[config.mk]
export PLATFORM = sky130hd
export DESIGN_NAME = kwdog
export DESIGN_NICKNAME = d
export VERILOG_FILES = /design/src/rtl/kwdog_pkg.sv /design/src/rtl/kwdog_dp.sv /design/src/rtl/kwdog_ctrl.sv /design/src/rtl/kwdog.sv
export SDC_FILE = /design/constraint.sdc
export NUM_CORES = 1
export LEC_CHECK = 0
export ABC_CLOCK_PERIOD_IN_PS = 2150
export BUFFER_PORTS_ARGS = -buffer_cell sky130_fd_sc_hd__buf_2
export CAP_MARGIN = 20
export CORE_MARGIN = 5
export CORE_UTILIZATION = 50
export CTS_CLUSTER_SIZE = 40
export DETAILED_ROUTE_END_ITERATION = 10
export GPL_TIMING_DRIVEN = 0
export PLACE_DENSITY = 0.88
export SLEW_MARGIN = 20
export SYNTH_ARGS = -nofsm -noshare
export SYNTH_HDL_FRONTEND = slang
export SYNTH_SLANG_ARGS = --single-unit
[constraint.sdc]
create_clock -name clk -period 2.15 [get_ports clk]
set_input_delay 0.1075 -clock clk [delete_from_list [all_inputs] [get_ports clk]]
set_output_delay 0.1075 -clock clk [all_outputs]
set_load 0.01 [all_outputs]
[src/rtl/kwdog_pkg.sv]
package kwdog_pkg;
  localparam logic [3:0] HALT_KEY   = 4'b1010;
  localparam int         RESTART_BIT = 4;
  localparam int         MODE_BIT    = 1;
  localparam int         FLAG_BIT    = 0;
  localparam int         CTRL_ADDR   = 0;
  localparam int         STAT_ADDR   = 1;

  // strobes from control to the counting datapath
  typedef struct packed {
    logic run;
    logic restart;
  } kwdog_strobe_t;
endpackage

[src/rtl/kwdog_dp.sv]
module kwdog_dp
  import kwdog_pkg::*;
#(
  parameter int TIMEOUT = 16,
  parameter int CNT_W   = $clog2(TIMEOUT + 1)
) (
  input  logic          clk,
  input  logic          rstN,
  input  logic          tickIn,
  input  kwdog_strobe_t strb,
  output logic          expire
);
  localparam logic [CNT_W-1:0] LAST = CNT_W'(TIMEOUT - 1);

  logic [CNT_W-1:0] cntQ;
  logic             atLast;

  assign atLast = (cntQ == LAST);
  assign expire = strb.run && tickIn && !strb.restart && atLast;

  always_ff @(posedge clk or negedge rstN) begin
    if (!rstN) begin
      cntQ <= '0;
    end else if (strb.restart) begin
      cntQ <= '0;
    end else if (strb.run && tickIn) begin
      cntQ <= atLast ? '0 : cntQ + 1'b1;
    end
  end
endmodule

[src/rtl/kwdog_ctrl.sv]
module kwdog_ctrl
  import kwdog_pkg::*;
#(
  parameter int ADDR_W = 1
) (
  input  logic              clk,
  input  logic              rstN,
  input  logic              regWe,
  input  logic [ADDR_W-1:0] regAddr,
  input  logic [7:0]        regWdata,
  output logic [7:0]        regRdata,
  input  logic              expire,
  output kwdog_strobe_t     strb,
  output logic              nmiPulse,
  output logic              rstReq
);
  localparam logic [ADDR_W-1:0] CTRL_SEL = ADDR_W'(CTRL_ADDR);
  localparam logic [ADDR_W-1:0] STAT_SEL = ADDR_W'(STAT_ADDR);

  logic [3:0] keyQ;
  logic       modeQ;
  logic       flagQ;
  logic       ctlWr;
  logic       statWr;
  logic       unusedWdata;

  assign ctlWr       = regWe && (regAddr == CTRL_SEL);
  assign statWr      = regWe && (regAddr == STAT_SEL);
  assign unusedWdata = ^regWdata[7:5];

  always_comb begin
    strb.run     = (keyQ != HALT_KEY);
    strb.restart = ctlWr && regWdata[RESTART_BIT];
  end

  always_ff @(posedge clk or negedge rstN) begin
    if (!rstN) begin
      keyQ     <= HALT_KEY;
      modeQ    <= 1'b0;
      flagQ    <= 1'b0;
      nmiPulse <= 1'b0;
      rstReq   <= 1'b0;
    end else begin
      if (ctlWr)  keyQ  <= regWdata[3:0];
      if (statWr) modeQ <= regWdata[MODE_BIT];
      if (strb.restart)         flagQ <= 1'b0;
      else if (expire && !modeQ) flagQ <= 1'b1;
      nmiPulse <= expire && !modeQ;
      rstReq   <= expire && modeQ;
    end
  end

  always_comb begin
    regRdata = '0;
    if (regAddr == CTRL_SEL) begin
      regRdata[3:0] = keyQ;
    end else if (regAddr == STAT_SEL) begin
      regRdata[MODE_BIT] = modeQ;
      regRdata[FLAG_BIT] = flagQ;
    end
  end
endmodule

[src/rtl/kwdog.sv]
module kwdog
  import kwdog_pkg::*;
#(
  parameter int TIMEOUT = 16,
  parameter int ADDR_W  = 1
) (
  input  logic              clk,
  input  logic              rstN,
  input  logic              tickIn,
  input  logic              regWe,
  input  logic [ADDR_W-1:0] regAddr,
  input  logic [7:0]        regWdata,
  output logic [7:0]        regRdata,
  output logic              nmiPulse,
  output logic              rstReq
);
  kwdog_strobe_t strb;
  logic          expire;

  kwdog_ctrl #(.ADDR_W(ADDR_W)) ctrl_i (
    .clk(clk), .rstN(rstN), .regWe(regWe), .regAddr(regAddr),
    .regWdata(regWdata), .regRdata(regRdata), .expire(expire),
    .strb(strb), .nmiPulse(nmiPulse), .rstReq(rstReq)
  );

  kwdog_dp #(.TIMEOUT(TIMEOUT)) dp_i (
    .clk(clk), .rstN(rstN), .tickIn(tickIn), .strb(strb), .expire(expire)
  );
endmodule

* Word-level counts from Yosys, hierarchy flattened
Index checks and enable logic that the tools add are counted.
Word-level totals: flip-flop bits (word level) 13, input port bits 13, output and inout bits 10
Operators by class: $add $sub $neg 1, equal/unequal tests 2, multiplexer cells 7, bitwise operators 1, reduce and logical (&&, ||, !) cells 12
Operators with widths (count):
- 2-to-1 mux 5 bit | 3
- logical AND 1 bit | 8
- adder 5 x 1 -> 5 bit (second input constant) | 1
- == test 5 x 4 -> 1 bit (second input constant) | 1
- 2-to-1 mux 2 bit | 2
- != test 4 bit (second input constant) | 1
- nonzero test 2 bit | 2
- logical NOT 1 bit | 2
- 2-to-1 mux 1 bit | 2
- NOT 1 bit | 1

* Longest topological paths before layout
word-level depth 9, depth in mapped cells 4

* By module
A second synthesis with hierarchy kept.
Second synthesis, totals: cells, all modules 55, area total of the unflattened synthesis 659.4 sq um
Modules (own cells, without submodules):
- kwdog_ctrl | instances 1, cells each 30, area each 411.6 sq um, seq. area each 202.7 sq um
- kwdog_dp | instances 1, cells each 25, area each 247.7 sq um, seq. area each 125.1 sq um

* Worst setup path after synthesis
Ideal clock, no wire load.
path kind flip-flop to flip-flop, start point reg dp_i.cntQ[0], end point reg dp_i.cntQ[0], data arrival time 1.303 ns, data required time 2.073 ns, slack 0.769 ns, stages on the path, launching flop included 5, period minus slack after synthesis 1.381 ns, path through dfrtp_1 -> ha_1 -> nand4b_1 -> or4b_1 -> a21oi_1
On the way: longest elaborated chain between the ends 4, elaborated cells between the ends (all ways) 5
RTL lines:
- start, declared | RTL line kwdog_dp.sv:15 | logic [CNT_W-1:0] cntQ;
- start signal, assigned | RTL line kwdog_dp.sv:27 | cntQ <= atLast ? '0 : cntQ + 1'b1;
- adder 5 x 1 -> 5 bit or == test 5 x 4 -> 1 bit (tied branches) | RTL line kwdog_dp.sv:27, kwdog_dp.sv:18
- 2-to-1 mux 5 bit (*) | RTL line kwdog_dp.sv:27
- 2-to-1 mux 5 bit (*) | RTL line kwdog_dp.sv:26 | end else if (strb.run && tickIn) begin
- 2-to-1 mux 5 bit (*) | RTL line kwdog_dp.sv:24 | end else if (strb.restart) begin
Mark *: on every way between the ends. The rest lies on a longest branch, timed or not. The select of a mux whose other input is x is not followed. A chain may end at the register's enable or synchronous reset.

* Worst setup path after layout
Same ends and word-level chain as after synthesis.

==> results.sh <==
export IMPL_p_int_w=0.000435
export IMPL_coreArea_mm2=0.00128
export IMPL_synthesis_area_um2=663
export IMPL_met1_usage_pct=16.8
export IMPL_setup_worst_path_end_class="flip-flop"
export IMPL_grt_pass1_wl_um=2150
export IMPL_fillerInstances=99
export IMPL_cp_max_fo=6
export IMPL_finalSetupViolCount=0
export IMPL_cts_tree="yes"
export IMPL_cts_root_buf="clkbuf_4"
export IMPL_via_count=494
export IMPL_dp_hpwl_um=976
export IMPL_slew_viol_final=0
export IMPL_grt_busiest_layer="met2"
export IMPL_clk_pin_slew_ps=70
export IMPL_r2r_cells=4
export IMPL_antenna_found_initial=0
export IMPL_gr_usage_met2_pct=23.1
export IMPL_cp_required_ps=2360
export IMPL_drt_wl_total_um=1210
export IMPL_postRouteAntennaNets=0
export IMPL_fmax_mhz=654
export IMPL_worstSetupStartpointType="flip-flop"
export IMPL_path_class="flip-flop to flip-flop"
export IMPL_ir_drop_v=0.000372
export IMPL_detail_route_first_pass_iterations=4
export IMPL_cts_sinks=13
export IMPL_drive_gt1_share_pct=35.0
export IMPL_htree_levels=1
export IMPL_gr_total_overflow=0
export IMPL_cp_cell_sequence="ha_1, nand4b_1, or4b_1, a21oi_1"
export IMPL_setup_tns_final_ps=0
export IMPL_layout_nets=95
export IMPL_p_sw_share_pct=28.8
export IMPL_dieWidth_um=46.4
export IMPL_drv_cap=0
export IMPL_clock_latency_ps=280
export IMPL_finalHoldViolCount=0
export IMPL_n_antenna_cell=0
export IMPL_drc=0
export IMPL_cts_made_buffers=3
export IMPL_post_place_ws_ps=658
export IMPL_rsz0062_at_grt="no"
export IMPL_r2r_end="dp_i.cntQ[0]"
export IMPL_grt_pass1_vias=491
export IMPL_synthCells=57
export IMPL_groute_usage_overall_pct=14.3
export IMPL_p_leak_nw=0.380
export IMPL_slowest_stage="or4b_1"
export IMPL_whs_path_depth=2
export IMPL_p_switching_w=0.000176
export IMPL_area_growth_pct=21.3
export IMPL_r2r_setup_slack_ps=620
export IMPL_r2r_start="dp_i.cntQ[0]"
export IMPL_syn_area_per_cell_um2=11.6
export IMPL_p_per_area_mw_per_mm2=760
export IMPL_regArea_um2=328
export IMPL_grt_max_degree=14
export IMPL_initial_core_util_pct=51.6
export IMPL_cts_repair_resize_count=0
export IMPL_die_h_um=46.4
export IMPL_multi_input_area_um2=309
export IMPL_yosysUniqueCellTypes=27
export IMPL_layout_common_cells="buf_2 (15), dfrtp_1 (11), mux2_1 (4), buf_4 (4), conb_1 (4)"
export IMPL_hold_start="regWdata[0]"
export IMPL_seqPwrFrac_pct=53.5
export IMPL_period_needed_ps=1530
export IMPL_grtUsageMet3_pct=4.69
export IMPL_via_per_inst=5.20
export IMPL_holdPathEnd="ctrl_i.keyQ[0]"
export IMPL_ys_ff_latch=13
export IMPL_ioPinCount=23
export IMPL_drt_wirelength_per_cell_um=12.7
export IMPL_rows=13
export IMPL_finClkSkew_ps=0.722
export IMPL_yosysSeqAreaShare_pct=49.4
export IMPL_layout_commonest_cell="buf_2"
export IMPL_clkPwrFrac_pct=24.1
export IMPL_max_stage_delay_ps=470
export IMPL_ys_warnings_count=0
export IMPL_power_frac_comb_pct=22.5
export IMPL_arrival_ps=1740
export IMPL_gp_congestion=0.710
export IMPL_clockBufferDepth=2
export IMPL_status="completed"
export IMPL_fin_crit_sh_pct=71.1
export IMPL_setup_ws_ps=621
export IMPL_dieArea_mm2=0.00215
export IMPL_portBuffers=15
export IMPL_hp_class="input pin to flip-flop"
export IMPL_drt_iter0_drc=7
[kinds of logic (layout without fill, tap and decap cells)]
kind of cell	count (synthesis)	count (layout)	share of synthesized area [%]
and+or+nand+nor	19	19	20.0
buffers and inverters	6	26	5.66
AOI/OAI and AO/OA	10	10	10.6
adders and majority gates	1	1	1.89
DFF	13	13	49.4
muxes	7	7	11.9
other	1	4	0.565
[synth_stat cells, drive strengths merged]
cell type	number	area share [%]
mux2	7	12
nand4b	2	2.6
nor4b	1	1.3
o311ai	1	1.3
nand2b	3	2.8
o32ai	1	1.3
a21oi	2	1.5
nand3	1	0.75
nor4	2	1.9
o311a	1	1.5
and2	1	0.94
a211oi	1	1.1
nand3b	1	1.1
dfstp	2	7.9
o21ai	2	1.5
buf	4	4.5
nand2	3	1.7
conb	1	0.57
o31ai	1	1.1
and4bb	1	2.5
dfrtp	11	42
nor2b	3	2.8
ha	1	1.9
o21a	1	1.1
inv	2	1.1
or4b	1	1.5
[layer usage]
| metal | vias up | wire (um) |
|---|---|---|
| met5 | - | 0 |
| met4 | 0 | 16 |
| met3 | 2 | 54 |
| met2 | 10 | 643 |
| met1 | 231 | 494 |
| li1 | 251 | - |
[registers in the layout (all words and copies together) (netlist names)]
name,flops
ctrl_i.keyQ,4
ctrl_i.modeQ,1
ctrl_i.flagQ,1
ctrl_i.nmiPulse,1
dp_i.cntQ,5
ctrl_i.rstReq,1
[power by group through the flow]
| stage | Combinational [W] | Clock, W | Sequential (W) |
|---|---|---|---|
| after CTS | 0.000138 | 0.000153 | 0.000327 |
| final | 0.000138 | 0.000147 | 0.000327 |
| after detailed placement | 0.000137 | 0 | 0.000332 |
| after global routing | 0.000157 | 0.000161 | 0.000335 |
| after global placement | 0.000132 | 0 | 0.000328 |
| after floorplan | 0.000100 | 0 | 0.000321 |
[how the worst max path moves through the flow]
stage,startpoint,end,slack (ps),depth (start not counted)
after floorplan,dp_i.cntQ[0],dp_i.cntQ[0],770,4
final,dp_i.cntQ[0],dp_i.cntQ[0],620,4
after global routing,dp_i.cntQ[0],dp_i.cntQ[0],530,4
after CTS,dp_i.cntQ[0],dp_i.cntQ[0],630,4
after global placement,dp_i.cntQ[0],dp_i.cntQ[0],690,4
after detailed placement,dp_i.cntQ[0],dp_i.cntQ[0],660,4
[worst max-delay path, delay by kind of cell, from the launching register on]
family	cells	cell delay (ps)
fa+ha+maj	1	230
flops	1	400
compound gates	1	130
simple gates	2	690
[what timing repair did]
action	CTS	global route
hold endpoints to repair	13	0
buffers inserted	0	0
setup endpoints to repair	0	0
hold buffers	1	0
[area by class of cell]
class                   count  area share [%]
clock buffers               4            3.27
multi-input cells          41            38.4
well taps                  15            2.33
inverters                   2           0.933
repair buffers             16            10.6
plain buffers               4            3.73
flip-flops and latches     13            40.7
[metrics by stage]
step	cell area (um2)	util (%)	total power [W]	cells	hold slack, ps
floorplan	674	-	0.000421	60	-188
global placement	768	59.8	0.000460	90	-0.850
detailed placement	768	59.8	0.000468	90	4.28
CTS	805	62.6	0.000618	95	37.6
global route	805	62.6	0.000652	95	46.1
finish	805	62.6	0.000612	95	41.1
Power figures use the tool's default switching activity.
